<file path="src/rtl/aud_csr_pkg.sv">
package aud_csr_pkg;

    typedef enum logic [1:0] {
        WOP_NONE = 2'd0,
        WOP_LOAD = 2'd1,
        WOP_SET  = 2'd2,
        WOP_CLR  = 2'd3
    } wop_e;

    typedef enum logic [1:0] {
        RSEL_NONE = 2'd0,
        RSEL_CTRL = 2'd1,
        RSEL_STAT = 2'd2,
        RSEL_VER  = 2'd3
    } rsel_e;

    localparam int GRP_CTRL = 0;
    localparam int GRP_STAT = 1;
    localparam int GRP_VER  = 3;

    localparam logic [3:0] OFF_BASE = 4'h0;
    localparam logic [3:0] OFF_SET  = 4'h4;
    localparam logic [3:0] OFF_CLR  = 4'h8;

    localparam int CB_SRST   = 31;
    localparam int CB_ERR_IE = 25;

    localparam int SB_PRESENT = 31;
    localparam int SB_DMA     = 16;
    localparam int SB_UNDER   = 6;
    localparam int SB_OVER    = 5;
    localparam int SB_SVC     = 4;
    localparam int SB_BUSY    = 0;

    localparam logic [31:0] CTRL_WMASK = 32'hFF1F_FFFF;
    localparam logic [31:0] CTRL_RST   = 32'h4000_0000;
    localparam logic [31:0] SRST_IMAGE = 32'h8000_0000;
    localparam logic [31:0] STAT_WMASK = 32'h0000_0060;

    function automatic logic [31:0] apply_op(wop_e op, logic [31:0] cur,
                                             logic [31:0] wd, logic [31:0] mask);
        logic [31:0] r;
        case (op)
            WOP_LOAD: r = wd & mask;
            WOP_SET:  r = cur | (wd & mask);
            WOP_CLR:  r = cur & ~(wd & mask);
            default:  r = cur;
        endcase
        return r;
    endfunction

endpackage

</file>
<file path="src/rtl/aud_csr_decode.sv">
module aud_csr_decode
    import aud_csr_pkg::*;
#(
    parameter int ADDR_W = 8
) (
    input  logic              clk,
    input  logic              rst_n,
    input  logic              sel,
    input  logic              wr,
    input  logic [ADDR_W-1:0] addr,
    output wop_e              ctrl_op,
    output wop_e              stat_op,
    output rsel_e             rsel
);
    localparam int GRP_W = ADDR_W - 4;

    logic [GRP_W-1:0] grp;
    logic [3:0]       off;
    logic             off_ok;
    wop_e             kind;

    always_comb begin
        grp    = addr[ADDR_W-1:4];
        off    = addr[3:0];
        off_ok = (off == OFF_BASE) || (off == OFF_SET) || (off == OFF_CLR);
        case (off)
            OFF_BASE: kind = WOP_LOAD;
            OFF_SET:  kind = WOP_SET;
            OFF_CLR:  kind = WOP_CLR;
            default:  kind = WOP_NONE;
        endcase

        ctrl_op = WOP_NONE;
        stat_op = WOP_NONE;
        rsel    = RSEL_NONE;
        if (sel && off_ok) begin
            if (grp == GRP_W'(GRP_CTRL)) begin
                rsel = RSEL_CTRL;
                if (wr) ctrl_op = kind;
            end else if (grp == GRP_W'(GRP_STAT)) begin
                rsel = RSEL_STAT;
                if (wr) stat_op = kind;
            end else if (grp == GRP_W'(GRP_VER)) begin
                rsel = RSEL_VER;
            end
        end
    end

    // one access never reaches two registers
    p_single_target_r10: assert property (@(posedge clk) disable iff (!rst_n)
        $onehot0({ctrl_op != WOP_NONE, stat_op != WOP_NONE}));

    // no write strobe without a selected write
    p_no_strobe_idle_r11: assert property (@(posedge clk) disable iff (!rst_n)
        !(sel && wr) |-> (ctrl_op == WOP_NONE && stat_op == WOP_NONE));

endmodule

</file>
<file path="src/rtl/aud_csr_ctrl_reg.sv">
module aud_csr_ctrl_reg
    import aud_csr_pkg::*;
(
    input  logic        clk,
    input  logic        rst_n,
    input  wop_e        op,
    input  logic [31:0] wdata,
    output logic [31:0] ctrl_q
);
    typedef struct packed {
        logic [31:0] word;
    } ctrl_s;

    ctrl_s st_d, st_q;

    always_comb begin
        st_d.word = apply_op(op, st_q.word, wdata, CTRL_WMASK);
        if (st_d.word[CB_SRST]) st_d.word = SRST_IMAGE;
    end

    always_ff @(posedge clk or negedge rst_n) begin
        if (!rst_n) st_q.word <= CTRL_RST;
        else        st_q      <= st_d;
    end

    assign ctrl_q = st_q.word;

    // soft reset holds every other control bit at zero
    p_srst_hold_r5: assert property (@(posedge clk) disable iff (!rst_n)
        st_q.word[CB_SRST] |-> (st_q.word[30:0] == 31'd0));

    // set alias ORs the written ones in
    p_set_alias_r3: assert property (@(posedge clk) disable iff (!rst_n)
        (op == WOP_SET && !wdata[CB_SRST] && !st_q.word[CB_SRST])
        |=> st_q.word == ($past(st_q.word) | $past(wdata & CTRL_WMASK)));

    // clear alias drops only the written ones
    p_clr_alias_r4: assert property (@(posedge clk) disable iff (!rst_n)
        (op == WOP_CLR && !st_q.word[CB_SRST])
        |=> ((st_q.word & $past(wdata & CTRL_WMASK)) == 32'd0) &&
            ((st_q.word | $past(wdata & CTRL_WMASK)) ==
             ($past(st_q.word) | $past(wdata & CTRL_WMASK))));

    // no access, no change
    p_idle_hold_r11: assert property (@(posedge clk) disable iff (!rst_n)
        (op == WOP_NONE) |=> $stable(st_q.word));

endmodule

</file>
<file path="src/rtl/aud_csr_stat_reg.sv">
module aud_csr_stat_reg
    import aud_csr_pkg::*;
(
    input  logic        clk,
    input  logic        rst_n,
    input  wop_e        op,
    input  logic [31:0] wdata,
    input  logic        srst,
    input  logic        evt_uf,
    input  logic        evt_ov,
    output logic        uf_q,
    output logic        ov_q
);
    typedef struct packed {
        logic uf;
        logic ov;
    } flags_s;

    flags_s      st_d, st_q;
    logic [31:0] cur_img;
    logic [31:0] nxt_img;

    always_comb begin
        cur_img           = '0;
        cur_img[SB_UNDER] = st_q.uf;
        cur_img[SB_OVER]  = st_q.ov;
        nxt_img           = apply_op(op, cur_img, wdata, STAT_WMASK);
        st_d.uf           = nxt_img[SB_UNDER] | evt_uf;
        st_d.ov           = nxt_img[SB_OVER]  | evt_ov;
        if (srst) st_d = '0;
    end

    always_ff @(posedge clk or negedge rst_n) begin
        if (!rst_n) st_q <= '0;
        else        st_q <= st_d;
    end

    assign uf_q = st_q.uf;
    assign ov_q = st_q.ov;

    // a flag stays set without an explicit status write
    p_sticky_r6: assert property (@(posedge clk) disable iff (!rst_n)
        (st_q.uf && !srst && op == WOP_NONE) |=> st_q.uf);

    // an event always lands, even against a clear
    p_event_sets_r6: assert property (@(posedge clk) disable iff (!rst_n)
        (evt_ov && !srst) |=> st_q.ov);

    // soft reset wipes both flags
    p_srst_clear_r5: assert property (@(posedge clk) disable iff (!rst_n)
        srst |=> (!st_q.uf && !st_q.ov));

endmodule

</file>
<file path="src/rtl/aud_csr_bank.sv">
module aud_csr_bank
    import aud_csr_pkg::*;
#(
    parameter int          ADDR_W    = 8,
    parameter logic [7:0]  VER_MAJOR = 8'h01,
    parameter logic [7:0]  VER_MINOR = 8'h02,
    parameter logic [15:0] VER_STEP  = 16'h0003
) (
    input  logic              clk,
    input  logic              rst_n,
    input  logic              bus_sel,
    input  logic              bus_wr,
    input  logic [ADDR_W-1:0] bus_addr,
    input  logic [31:0]       bus_wdata,
    output logic [31:0]       bus_rdata,
    input  logic              evt_underflow,
    input  logic              evt_overflow,
    input  logic              fifo_service,
    input  logic              dma_req,
    input  logic              port_busy,
    output logic [31:0]       ctrl_word,
    output logic              err_irq
);
    localparam logic [31:0] VERSION = {VER_MAJOR, VER_MINOR, VER_STEP};
    localparam logic [ADDR_W-1:0] VER_ADDR = ADDR_W'(GRP_VER * 16);

    wop_e        ctrl_op, stat_op;
    rsel_e       rsel;
    logic [31:0] ctrl_q;
    logic        uf_q, ov_q;
    logic [31:0] stat_word;

    aud_csr_decode #(.ADDR_W(ADDR_W)) u_decode (
        .clk     (clk),
        .rst_n   (rst_n),
        .sel     (bus_sel),
        .wr      (bus_wr),
        .addr    (bus_addr),
        .ctrl_op (ctrl_op),
        .stat_op (stat_op),
        .rsel    (rsel)
    );

    aud_csr_ctrl_reg u_ctrl (
        .clk    (clk),
        .rst_n  (rst_n),
        .op     (ctrl_op),
        .wdata  (bus_wdata),
        .ctrl_q (ctrl_q)
    );

    aud_csr_stat_reg u_stat (
        .clk    (clk),
        .rst_n  (rst_n),
        .op     (stat_op),
        .wdata  (bus_wdata),
        .srst   (ctrl_q[CB_SRST]),
        .evt_uf (evt_underflow),
        .evt_ov (evt_overflow),
        .uf_q   (uf_q),
        .ov_q   (ov_q)
    );

    always_comb begin
        stat_word             = '0;
        stat_word[SB_PRESENT] = 1'b1;
        stat_word[SB_DMA]     = dma_req;
        stat_word[SB_UNDER]   = uf_q;
        stat_word[SB_OVER]    = ov_q;
        stat_word[SB_SVC]     = fifo_service;
        stat_word[SB_BUSY]    = port_busy;

        case (rsel)
            RSEL_CTRL: bus_rdata = ctrl_q;
            RSEL_STAT: bus_rdata = stat_word;
            RSEL_VER:  bus_rdata = VERSION;
            default:   bus_rdata = '0;
        endcase
    end

    assign ctrl_word = ctrl_q;
    assign err_irq   = (uf_q | ov_q) & ctrl_q[CB_ERR_IE];

    // the interrupt needs both its enable and a pending flag
    p_irq_gated_r8: assert property (@(posedge clk) disable iff (!rst_n)
        err_irq |-> (ctrl_word[CB_ERR_IE] && (uf_q || ov_q)));

    // the version word never varies
    p_ver_const_r9: assert property (@(posedge clk) disable iff (!rst_n)
        (bus_sel && !bus_wr && bus_addr == VER_ADDR) |-> bus_rdata == VERSION);

endmodule

</file>
<file path="config.mk">
export PLATFORM = sky130hd
export DESIGN_NAME = aud_csr_bank
export DESIGN_NICKNAME = d
export VERILOG_FILES = /design/src/rtl/aud_csr_pkg.sv /design/src/rtl/aud_csr_decode.sv /design/src/rtl/aud_csr_ctrl_reg.sv /design/src/rtl/aud_csr_stat_reg.sv /design/src/rtl/aud_csr_bank.sv
export SDC_FILE = /design/constraint.sdc
export NUM_CORES = 1
export LEC_CHECK = 0
export BUFFER_PORTS_ARGS = -buffer_cell sky130_fd_sc_hd__buf_4
export CORE_MARGIN = 3
export CORE_UTILIZATION = 40
export DETAILED_ROUTE_END_ITERATION = 10
export PLACE_DENSITY = 0.81
export SKIP_LAST_GASP = 1
export SYNTH_ARGS = -nofsm -noshare
export SYNTH_HDL_FRONTEND = slang
export SYNTH_SLANG_ARGS = --single-unit
</file>
<file path="constraint.sdc">
create_clock -name clk -period 1.35 [get_ports clk]
set_input_delay 0.0675 -clock clk [delete_from_list [all_inputs] [get_ports clk]]
set_output_delay 0.0675 -clock clk [all_outputs]
set_load 0.02 [all_outputs]
</file>
==> results.md <==
* Die outline height at 77.10 um
* Comb power frac at 0.244
* Skew final at 0.006241 ns
* Post-Route Utilization at 0.6857
* Post-Syn Area at 2022 um^2
* Hold_ws at 0.01509 ns
* CORE AREA at 4817 um^2
* Via count at 2122
* RSZ-0062 raised after global routing: true
* Type of the worst setup path: primary input to register
* Clock Power Share at 0.326
* Leakage at 1.620 nW
* Crit share post-route at 1.377
* EDFF count, synth at 0
* Post-Synth Adder-Cell Area at 0.02475
* Register share of total power at 0.430
* Area contributors post-synth: dfrtp_1, a22o_1, o31ai_1, and2_1, buf_4
* Die area at 5944 um^2
* Synth Area in Compound Gates at 0.2983
* Via/cell ratio at 5.332
* IO Pins at 114
* YS warnings at 0
* Max Fclk at 537.8 MHz
* Hold Path Depth at 2
* Wirelength, routed at 6209 um
* Critical Path Start Type: primary input
* Crit end category: register
* MaxCap Viol Count at 0
* Number of antenna violations at the first check in global routing at 0
* CTS tree: yes
* H-Tree Depth at 2
* Synth unique cells at 43
* Routed Antenna Nets at 0
* Worst Hold Class: primary input to register
* Synth Area in Simple Gates at 0.1720
* Total CTS buffers at 5
* Run status: finished with violations
* I/O Buffers at 104
* Switch Pwr at 0.6016 mW
* Peak supply drop at 0.4646 mV
* Final-report hold violation count at 0
* Switching share of power at 0.2691
* First-pass GRT wire length at 10190 um
* Sequential share of the synthesized area at 0.3843
* DP HPWL at 4746 um
* Post-synth top cells: dfrtp_1, a22o_1, o31ai_1, and2_1, buf_4
* Diode count at 0
* Crit path required time at 1.51 ns
* Yosys top cell by area: dfrtp_1
* Failing checks: negative setup slack
* Row cnt at 25
* DRC errors left at 0
* Mapped Cells at 201
* Vias in the first global route at 2130
* Gr usage total at 0.2130
* Area Overhead vs Synth at 63.37%
* Total power at 2.236 mW
* Mux contribution to synthesized area at 0.03032
* Arr. time, crit path at 2.02 ns
* Final setup viols at 29
* Starting Density at 0.4197
* DR iter-0 viols at 87
* Largest net degree at the start of global routing at 32
* Power Dens Cells at 676.8 nW/um^2
* Root Buffer: clkbuf_8
* Final WS setup at -0.5094 ns
* Clock slew at reported path FFs at 0.07 ns
* GP Congestion at 0.7955
* # nets final at 384
* Main combinational cell family by area after synthesis: compound AO/OA/AOI/OAI gates
* Ratio of cells with drive above 1 in the final layout at 0.5257
* Fraction of registers with async set/reset at 1.000
* Minimum clock period at 1.859 ns
* Synth Register Bits at 31
* Die width at 77.10 um
* Drt wl/cell at 15.60 um
* Pins over their slew limit at 0
* Avg Cell Area, Syn at 10.06 um^2
* Post-synth top area share at 0.3713
* Internal Power at 1.634 mW
* Clock Path Buffers at 2
* Most used flip-flop cell after synthesis: dfrtp_1
* Sum of negative setup slack at -13.58 ns
* Most numerous cell in the Yosys netlist: dfrtp_1
* Worst-Skew Late Latency at 0.28 ns
* Router iterations before antenna repair at 4
* Grt ovf at 0
* Reg2reg path depth at 5
* CP max FO at 8
* CTS Sinks at 31
* Post-synthesis xor/xnor area fraction at 0.004332
## area by class of cell
type | instances | area [um^2]
Multi-Input combinational cell | 149 | 1215
Sequential cell | 31 | 777.0
Inverter | 3 | 11.26
Tap cell | 67 | 83.83
Timing Repair Buffer | 141 | 1129
Clock inverter | 1 | 5.005
Clock buffer | 6 | 82.58
Fill cell | 400 | 1514
## layer usage
layer	track usage	vias to the layer above	wire [um]
li1	-	1007	-
met1	0.2569	1028	2565
met2	0.3798	82	3124
met3	0.05751	5	484
met4	0.04448	0	34
met5	0	-	0
## layout by cell type (no fill, tap or decap), types with 2 or more instances in the layout
cell / n
nor2b_1: 2
o31ai_1: 22
a22o_1: 26
and2_1: 20
a21oi_2: 2
a41oi_1: 2
nor2_1: 6
a21oi_1: 6
buf_6: 6
nand2_1: 7
nand3b_1: 2
o21ai_0: 2
buf_12: 2
ha_4: 2
o31ai_2: 3
dfrtp_1: 30
nor2_4: 2
clkbuf_8: 6
ha_2: 2
or3_1: 2
mux2i_1: 5
a211oi_1: 2
inv_1: 2
o21ai_1: 3
conb_1: 6
nor3_1: 5
buf_4: 131
nor3_2: 2
## stage by stage
stage | cell area [um^2] | cells | setup slack (ns)
2_1_floorplan | 2088 | 206 | -0.7771
3_3_place_gp | 3033 | 384 | -0.7678
3_5_place_dp | 3033 | 384 | -0.8526
4_1_cts | 3296 | 400 | -0.4768
5_1_grt | 3303 | 398 | -0.6483
6_report | 3303 | 398 | -0.5094
## power groups by stage
stage | Sequential, mW | Clock, mW | Combinational (mW)
after global placement | 0.976 | 0 | 0.445
after floorplan | 0.983 | 0 | 0.235
after detailed placement | 0.976 | 0 | 0.457
final | 0.962 | 0.729 | 0.545
after CTS | 0.960 | 0.741 | 0.537
after global routing | 0.964 | 0.793 | 0.594
## cells by family (layout without fill, tap and decap cells)
logic type,count (synthesis),after routing
compound gates,76,76
simple gates,56,56
flops,31,31
buf+inv,26,151
mux,6,6
fa+ha+maj,4,4
other cells,1,6
xor+xnor,1,1
## worst paths after layout
| check | from | slack [ns] | end |
|---|---|---|---|
| worst max-delay path | bus_addr[1] | -0.51 | u_ctrl.ctrl_q[5]$_DFFE_PN0P_ |
| worst min-delay path | bus_wdata[12] | 0.02 | u_ctrl.ctrl_q[12]$_DFFE_PN0P_ |
| worst max register to register | u_ctrl.ctrl_q[31]$_DFF_PN0_ | 0 | u_ctrl.ctrl_q[26]$_DFFE_PN0P_ |
| worst min register to register | u_ctrl.ctrl_q[19]$_DFFE_PN0P_ | 0.52 | u_ctrl.ctrl_q[19]$_DFFE_PN0P_ |
| max in group asynchronous | rst_n | 0.77 | u_ctrl.ctrl_q[30]$_DFFE_PN1P_ |
| min in group asynchronous | rst_n | 0.26 | u_ctrl.ctrl_q[14]$_DFFE_PN0P_ |
## sequential cells by signal (all words and copies together), names as in the netlist
register       count
u_ctrl.ctrl_q     29
u_stat.ov_q        1
u_stat.uf_q        1
## what timing repair did
| action | in CTS | in global routing |
|---|---|---|
| setup endpoints to repair | 29 | 51 |
| setup buffers | 7 | 1 |
| gates resized for setup | 21 | 5 |
| endpoints found under the hold margin | 30 | 0 |
| gates cloned | 1 | 0 |
| pin swaps | 3 | 1 |
| hold buffers | 1 | 0 |
## critical path: stages
cell and delay (ns):
buf_6 0.10, nor3b_4 0.20, nand3_2 0.12, nor3_4 0.17, and3b_2 0.26, ha_4 0.16, nor2_4 0.06, o311ai_4 0.32
buf_6 0.16, buf_6 0.12, o31ai_1 0.08, a22o_1 0.19
Power figures use the tool's default switching activity.
